**src/rtl/dirpred2l.sv**
```systemverilog
module dirpred2l #(
  parameter int PC_W     = 16,
  parameter int HIST_W   = 4,
  parameter int MODE     = 0,
  parameter int SEL_PC_W = 2,
  parameter int LOC_PC_W = 2,
  parameter int PC_LSB   = 2
) (
  input  logic              clk,
  input  logic              rst_n,
  input  logic [PC_W-1:0]   pred_pc,
  output logic              pred_taken,
  output logic [HIST_W-1:0] pred_hist,
  input  logic              upd_valid,
  input  logic [PC_W-1:0]   upd_pc,
  input  logic              upd_taken,
  input  logic              upd_mispred,
  input  logic [HIST_W-1:0] upd_hist
);
  localparam int PCB_W   = (MODE == 0) ? HIST_W : (MODE == 1) ? SEL_PC_W : LOC_PC_W;
  localparam int IDX_W   = (MODE == 0) ? HIST_W : HIST_W + PCB_W;
  localparam int ENTRIES = 1 << IDX_W;
  localparam logic [1:0] CTR_INIT = 2'b01;

  logic [PCB_W-1:0]  p_pcb, u_pcb;
  logic [IDX_W-1:0]  p_idx, u_idx;
  logic [HIST_W-1:0] cur_h, base_h, nxt_h;
  logic [1:0]        pht [ENTRIES];
  logic [1:0]        u_ctr, u_ctr_nxt;

  assign p_pcb = pred_pc[PC_LSB +: PCB_W];
  assign u_pcb = upd_pc[PC_LSB +: PCB_W];

  generate
    if (MODE == 0) begin : g_xor
      assign p_idx = pred_hist ^ p_pcb;
      assign u_idx = upd_hist ^ u_pcb;
    end else if (MODE == 1) begin : g_cat
      assign p_idx = {pred_hist, p_pcb};
      assign u_idx = {upd_hist, u_pcb};
    end else begin : g_slot
      assign p_idx = {p_pcb, pred_hist};
      assign u_idx = {u_pcb, upd_hist};
    end
  endgenerate

  assign base_h = upd_mispred ? upd_hist : cur_h;
  assign nxt_h  = {base_h[HIST_W-2:0], upd_taken};

  generate
    if (MODE == 2) begin : g_lht
      localparam int SLOTS = 1 << LOC_PC_W;
      logic [HIST_W-1:0] lht [SLOTS];
      assign pred_hist = lht[p_pcb];
      assign cur_h     = lht[u_pcb];
      always_ff @(posedge clk or negedge rst_n) begin
        if (!rst_n) begin
          for (int i = 0; i < SLOTS; i++) lht[i] <= '0;
        end else if (upd_valid) begin
          lht[u_pcb] <= nxt_h;
        end
      end
    end else begin : g_ghr
      logic [HIST_W-1:0] ghr;
      assign pred_hist = ghr;
      assign cur_h     = ghr;
      always_ff @(posedge clk or negedge rst_n) begin
        if (!rst_n)         ghr <= '0;
        else if (upd_valid) ghr <= nxt_h;
      end
    end
  endgenerate

  assign u_ctr = pht[u_idx];

  always_comb begin
    if (upd_taken) u_ctr_nxt = (u_ctr == 2'b11) ? u_ctr : u_ctr + 2'd1;
    else           u_ctr_nxt = (u_ctr == 2'b00) ? u_ctr : u_ctr - 2'd1;
  end

  always_ff @(posedge clk or negedge rst_n) begin
    if (!rst_n) begin
      for (int i = 0; i < ENTRIES; i++) pht[i] <= CTR_INIT;
    end else if (upd_valid) begin
      pht[u_idx] <= u_ctr_nxt;
    end
  end

  assign pred_taken = pht[p_idx][1];
endmodule

```
**config.mk**
```make
export PLATFORM = sky130hd
export DESIGN_NAME = dirpred2l
export DESIGN_NICKNAME = d
export VERILOG_FILES = /design/src/rtl/dirpred2l.sv
export SDC_FILE = /design/constraint.sdc
export NUM_CORES = 1
export LEC_CHECK = 0
export BUFFER_PORTS_ARGS = -buffer_cell sky130_fd_sc_hd__buf_2
export CORE_MARGIN = 2
export CORE_UTILIZATION = 30
export CTS_CLUSTER_DIAMETER = 100
export DETAILED_ROUTE_END_ITERATION = 16
export PLACE_DENSITY_LB_ADDON = 0.1
export SYNTH_ARGS = -nofsm -noshare
export SYNTH_HDL_FRONTEND = slang
export SYNTH_SLANG_ARGS = --single-unit
```
**constraint.sdc**
```tcl
create_clock -name clk -period 9.6 [get_ports clk]
set_clock_uncertainty 0.1 [all_clocks]
set_input_delay 2.88 -clock clk [delete_from_list [all_inputs] [get_ports clk]]
set_output_delay 2.88 -clock clk [all_outputs]
set_load 0.02 [all_outputs]
```
==> results of run 1 <==
## worst min-delay path by stage
stage                       start  endpoint  cells after the start  slack [ns]
after floorplan           pht[11]   pht[11]                      1        0.39
after global placement    pht[25]   pht[25]                      1        0.41
after detailed placement  pht[27]   pht[27]                      1        0.42
after CTS                 pht[27]   pht[27]                      1        0.43
after global routing      pht[25]   pht[25]                      1        0.45
final                     pht[25]   pht[25]                      1        0.43
## metrics by stage
stage	util (%)	hold WS, ns	total power, mW	setup WS (ns)	instances
floorplan	-	0.389	0.418	2.33	147
global placement	33.1	0.409	0.464	1.85	244
detailed placement	33.1	0.415	0.468	1.88	244
CTS	34.5	0.431	0.583	1.88	252
global route	34.5	0.446	0.613	1.73	252
finish	34.5	0.430	0.576	1.95	252
## layout by cell type, fill, tap and decap left out, drive strengths merged
cell and count:
mux2 33, nor2 23, buf 21, dfrtp 20, dfstp 16, mux4 12, xor2 8, nand3 6
clkbuf 6, mux2i 4, a21oi 4, nand2 4, xnor2 3, or3 2, clkinv 2, maj3 2
nor2b 1, a211oi 1, or4 1, nand4 1, inv 1, nor4 1
## cell families (layout without fill, tap and decap cells)
family          count (synthesis)  in the layout  share of synthesized area [%]
flops                          36             36                           45.3
compound gates                  5              5                           1.35
fa+ha+maj                       2              2                           1.05
simple gates                   39             39                           8.36
xor+xnor                       11             11                           6.03
buf+inv                         5             30                           1.66
mux                            49             49                           36.3
## metal layers
metal	global-route usage [%]	part of all wire (%)
met5	0	0
met4	4.26	1.6
met3	3.71	4.1
met2	21.1	49
met1	16.5	45
## power breakdown
part | switching (mW) | internal (mW)
clock network | 0.0551 | 0.0573
registers | 0.0367 | 0.232
logic | 0.0823 | 0.113
## sequential cells by signal, indices dropped and copies added, names as in the netlist
signal     count
pht           32
pred_hist      4
## cell type report
type / instances / area [um^2] / area share, %
clock buffer: 6 / 82.6 / 3.59
clock inverter: 2 / 10.0 / 0.435
inverter: 1 / 3.75 / 0.163
multi-input combinational: 106 / 1080 / 46.9
sequential: 36 / 921 / 40.0
tap: 80 / 100 / 4.35
timing repair buffer: 21 / 105 / 4.57
==> flow_metrics.tcl, run 1 <==
set metrics [dict create \
    cts_max_path_buffers 2 \
    ctsHoldBuffers 0 \
    tightest_slew_ns 0.827 \
    run_status "complete, no violations" \
    finalHoldViolCount 0 \
    track_usage_pct 12.9 \
    remaining_drc_errors 0 \
    required_ns 6.62 \
    cp_common_cell "buf_2" \
    via_per_inst 5.06 \
    grt_max_degree 37 \
    async_reset_ff_share_pct 100 \
    cts_htree_levels 2 \
    hpwl_um 3240 \
    end_kind "output pin" \
    cts_root_buf "clkbuf_8" \
    clk_pin_slew_worst_paths_ns 0.07 \
    cts_tree "yes" \
    stdcell_area_um2 2300 \
    worst-r2r-setup-slack_ns 7.26 \
    fin_crit_ns 7.65 \
    power.density_nw_per_um2 250 \
    die_w_um 86.4 \
    synth_cell_types 26 \
    synth_edf_count 0 \
    path_cells "buf_2 > xor2_1 > mux4_2 > nor2b_1 > a211oi_1 > a21oi_1 > buf_2" \
    rows 30 \
    yosysTopAreaCell "dfrtp_1" \
    synth_area_per_cell_um2 13.8 \
    setup-violations-final 0 \
    p_leak_nw 0.981 \
    chipHeight_um 86.4 \
    place_area_um2 2210 \
    syn-num-nets 188 \
    drt-total-wl_um 4440 \
    r2r_start "pht[29]" \
    grt-ovfl-total 0 \
    antenna_found_initial 0 \
    crit_fanout 4 \
    cts_setup_buffers 0 \
    critical_path_class "in -> out" \
    synth-seq-cells 36 \
    cts_resized 0 \
    vias 1275 \
    tns_ns 0 \
    core_um2 6680 \
    post_drt_wl_per_cell_um 17.6 \
    clkLatencyLatePin_ns 0.29 \
    start_kind "input pin" \
    ys_top_cells_by_count "23 x mux2_2, 23 x nor2_1, 20 x dfrtp_1, 16 x dfstp_2, 10 x mux2_4" \
    fill_cells 661 \
    cap_violations 0 \
    start_util_pct 30.4 \
    numCtsBuffers 5 \
    clock.fmax_ghz 0.131 \
    cpPeakStageDelay_ns 0.60 \
    path_delay_family "multiplexers" \
    n_antenna_cell 0 \
    timing.slew.headroom_pct 44.8 \
    synth_area_leaders "dfrtp_1 25%, dfstp_2 21%, mux2_2 13%" \
    rsz0062_at_grt "false" \
    grt_pass1_wl_um 7170 \
    syn_to_final_growth_pct 13.2 \
    drive_gt1_share_pct 51.2 \
    drt_iter0_markers 42 \
    final_nets 212 \
    gp_congestion 0.740 \
    synthFlopType "dfrtp_1" \
    max-vdd-ir-drop_mv 0.0624 \
    port_buffers 21 \
    slowest_stage "mux4_2" \
    synth_area_um2 2030 \
    ys_warn_count 0 \
    reg2reg_depth 5 \
    path_depth 7 \
    fin_crit_sh_pct 79.7 \
    ant_nets 0 \
    die_area_um2 7460 \
    rr_endpoint "pht[7]" \
    yosysSeqAreaShare_pct 45.3 \
    syn_inst 147 \
    startpoint "pred_pc[2]" \
    io_pins 46 \
    grt_pass1_vias 1352 \
    cp-endpoint "pred_taken" \
    drv_slew 0 \
    dr.pass1.iters 4 \
    crit_buf_inv 2 \
    crit_arrival_ns 4.67 \
    cts_num_sinks 36 \
    holdCritPathClass "reg -> reg" \
    synth.top_cell.area_share_pct 24.6 \
]
Note: power is estimated with default switching activity, not from simulation.
==> inputs of run 2 (changes only) <==
==> constraint.sdc (replaced) <==
create_clock -name clk -period 6.8 [get_ports clk]
set_clock_uncertainty 0.1 [all_clocks]
set_input_delay 2.04 -clock clk [delete_from_list [all_inputs] [get_ports clk]]
set_output_delay 2.04 -clock clk [all_outputs]
set_load 0.02 [all_outputs]
==> run 2 against run 1 <==
  * Routed wire length is 0.70% higher
  * Utilization is 0.62 points higher
  * Largest power group unchanged
  * Critical endpoint unchanged
  * Critical path depth stayed put
==> flow_metrics.tcl, run 2 (synthesis gave the netlist of run 1 again) <==
set metrics [dict create \
    run_status "complete, no violations" \
    die_area_um2 7460 \
    rsz0062_at_grt "false" \
    tns_ns 0 \
    timing.slew.headroom_pct 44.8 \
    tightest_slew_ns 0.827 \
    worst-r2r-setup-slack_ns 4.48 \
    chipHeight_um 86.4 \
    required_ns 4.66 \
    die_w_um 86.4 \
    grt_max_degree 37 \
    cts_max_path_buffers 2 \
    cts_htree_levels 2 \
    grt_pass1_wl_um 7330 \
    port_buffers 21 \
    clk_pin_slew_worst_paths_ns 0.07 \
    end_kind "output pin" \
    drive_gt1_share_pct 51.4 \
    start_util_pct 30.4 \
    mostFrequentLayoutCells "23 x nor2_1, 23 x mux2_2, 21 x buf_2" \
    p_leak_nw 0.999 \
    cts_resized 0 \
    setup_ws_ns 1.10 \
    track_usage_pct 13.1 \
    syn_to_final_growth_pct 15.2 \
    rows 30 \
    crit_arrival_ns 3.56 \
    clkLatencyLatePin_ns 0.29 \
    core_um2 6680 \
    post_drt_wl_per_cell_um 17.7 \
    p_comb_share_pct 32.0 \
    p_seq_share_pct 43.7 \
    clock.fmax_ghz 0.175 \
    fin_crit_ns 5.70 \
    cts_root_buf "clkbuf_8" \
    max-vdd-ir-drop_mv 0.0854 \
    crit_fanout 4 \
    grt-ovfl-total 0 \
    fin_crit_sh_pct 83.9 \
    drv_slew 0 \
    gp_congestion 0.739 \
    remaining_drc_errors 0 \
    setup-violations-final 0 \
    ctsHoldBuffers 0 \
    finalHoldViolCount 0 \
    cap_violations 0 \
    final_nets 213 \
    cts_setup_buffers 0 \
    io_pins 46 \
    place_area_um2 2220 \
    clkPwrFrac_pct 24.3 \
    power.density_nw_per_um2 369 \
    top_register "pht" \
    stdcell_area_um2 2340 \
    critical_path_class "in -> out" \
    cts_tree "yes" \
    hpwl_um 3200 \
    antenna_found_initial 0 \
    ant_nets 0 \
    start_kind "input pin" \
    drt_iter0_markers 48 \
    switching_share_pct 28.6 \
    internal-power_mw 0.617 \
    n_antenna_cell 0 \
    dr.pass1.iters 4 \
    vias 1263 \
    grt_pass1_vias 1385 \
    p_sw_mw 0.247 \
    via_per_inst 4.99 \
    largest_reg_flops 32 \
    place_inst 245 \
    numCtsBuffers 5 \
    pre_cts_slack_ns 1.06 \
    holdCritPathClass "reg -> reg" \
    cts_num_sinks 36 \
    final-instance-count-excl-fill 253 \
    drt-total-wl_um 4470 \
]
[run 2: cell count changes in the layout (fill, tap and decap cells not counted), sizes merged]
cell / before / now
buf: 21 / 22
bufinv: 0 / 1
clkbuf: 6 / 7
clkinv: 2 / 0
[run 2: final timing paths]
check                            from            to  cells after the start
hold reg to reg                pht[3]        pht[3]                      1
max in group asynchronous       rst_n        pht[1]                      1
hold / removal                 pht[3]        pht[3]                      1
setup / recovery           pred_pc[3]    pred_taken                      7
setup reg to reg              pht[13]       pht[25]                      5
min in group asynchronous       rst_n  pred_hist[1]                      1
[run 2: critical path, stage by stage]
cell	delay, ns
buf_2	0.10
xor2_1	0.44
mux4_2	0.40
nor2b_1	0.14
a211oi_1	0.21
a21oi_1	0.07
buf_2	0.17
[run 2: final cells by class]
cell class                      count  area (um^2)
Sequential cell                    36          921
Timing Repair Buffer               22          113
Clock inverter                      1         30.0
Clock buffer                        7         96.3
Fill cell                         652         4340
Inverter                            1         3.75
Multi-Input combinational cell    106         1080
Tap cell                           80          100
[run 2: per-layer routing]
layer / vias up / track usage, % / share of wire (%) / wire (um)
met3: 6 / 3.43 / 4.2 / 189
met5: - / 0 / 0 / 0
met4: 0 / 4.26 / 1.4 / 63
li1: 591 / - / - / -
met1: 641 / 16.2 / 44 / 1970
met2: 25 / 22.3 / 50 / 2250
[run 2: power groups by stage]
stage | combinational [mW] | clock, mW | sequential (mW)
floorplan | 0.224 | 0 | 0.366
global placement | 0.279 | 0 | 0.378
detailed placement | 0.279 | 0 | 0.381
CTS | 0.281 | 0.214 | 0.378
global route | 0.303 | 0.225 | 0.389
finish | 0.276 | 0.210 | 0.378
[run 2: metrics by stage]
step | hold WS [ns] | util (%) | power, mW
2_1_floorplan | 0.389 | - | 0.590
3_5_place_dp | 0.412 | 33.2 | 0.660
6_report | 0.426 | 35.1 | 0.864
5_1_grt | 0.446 | 35.1 | 0.917
4_1_cts | 0.430 | 35.1 | 0.873
3_3_place_gp | 0.409 | 33.2 | 0.657
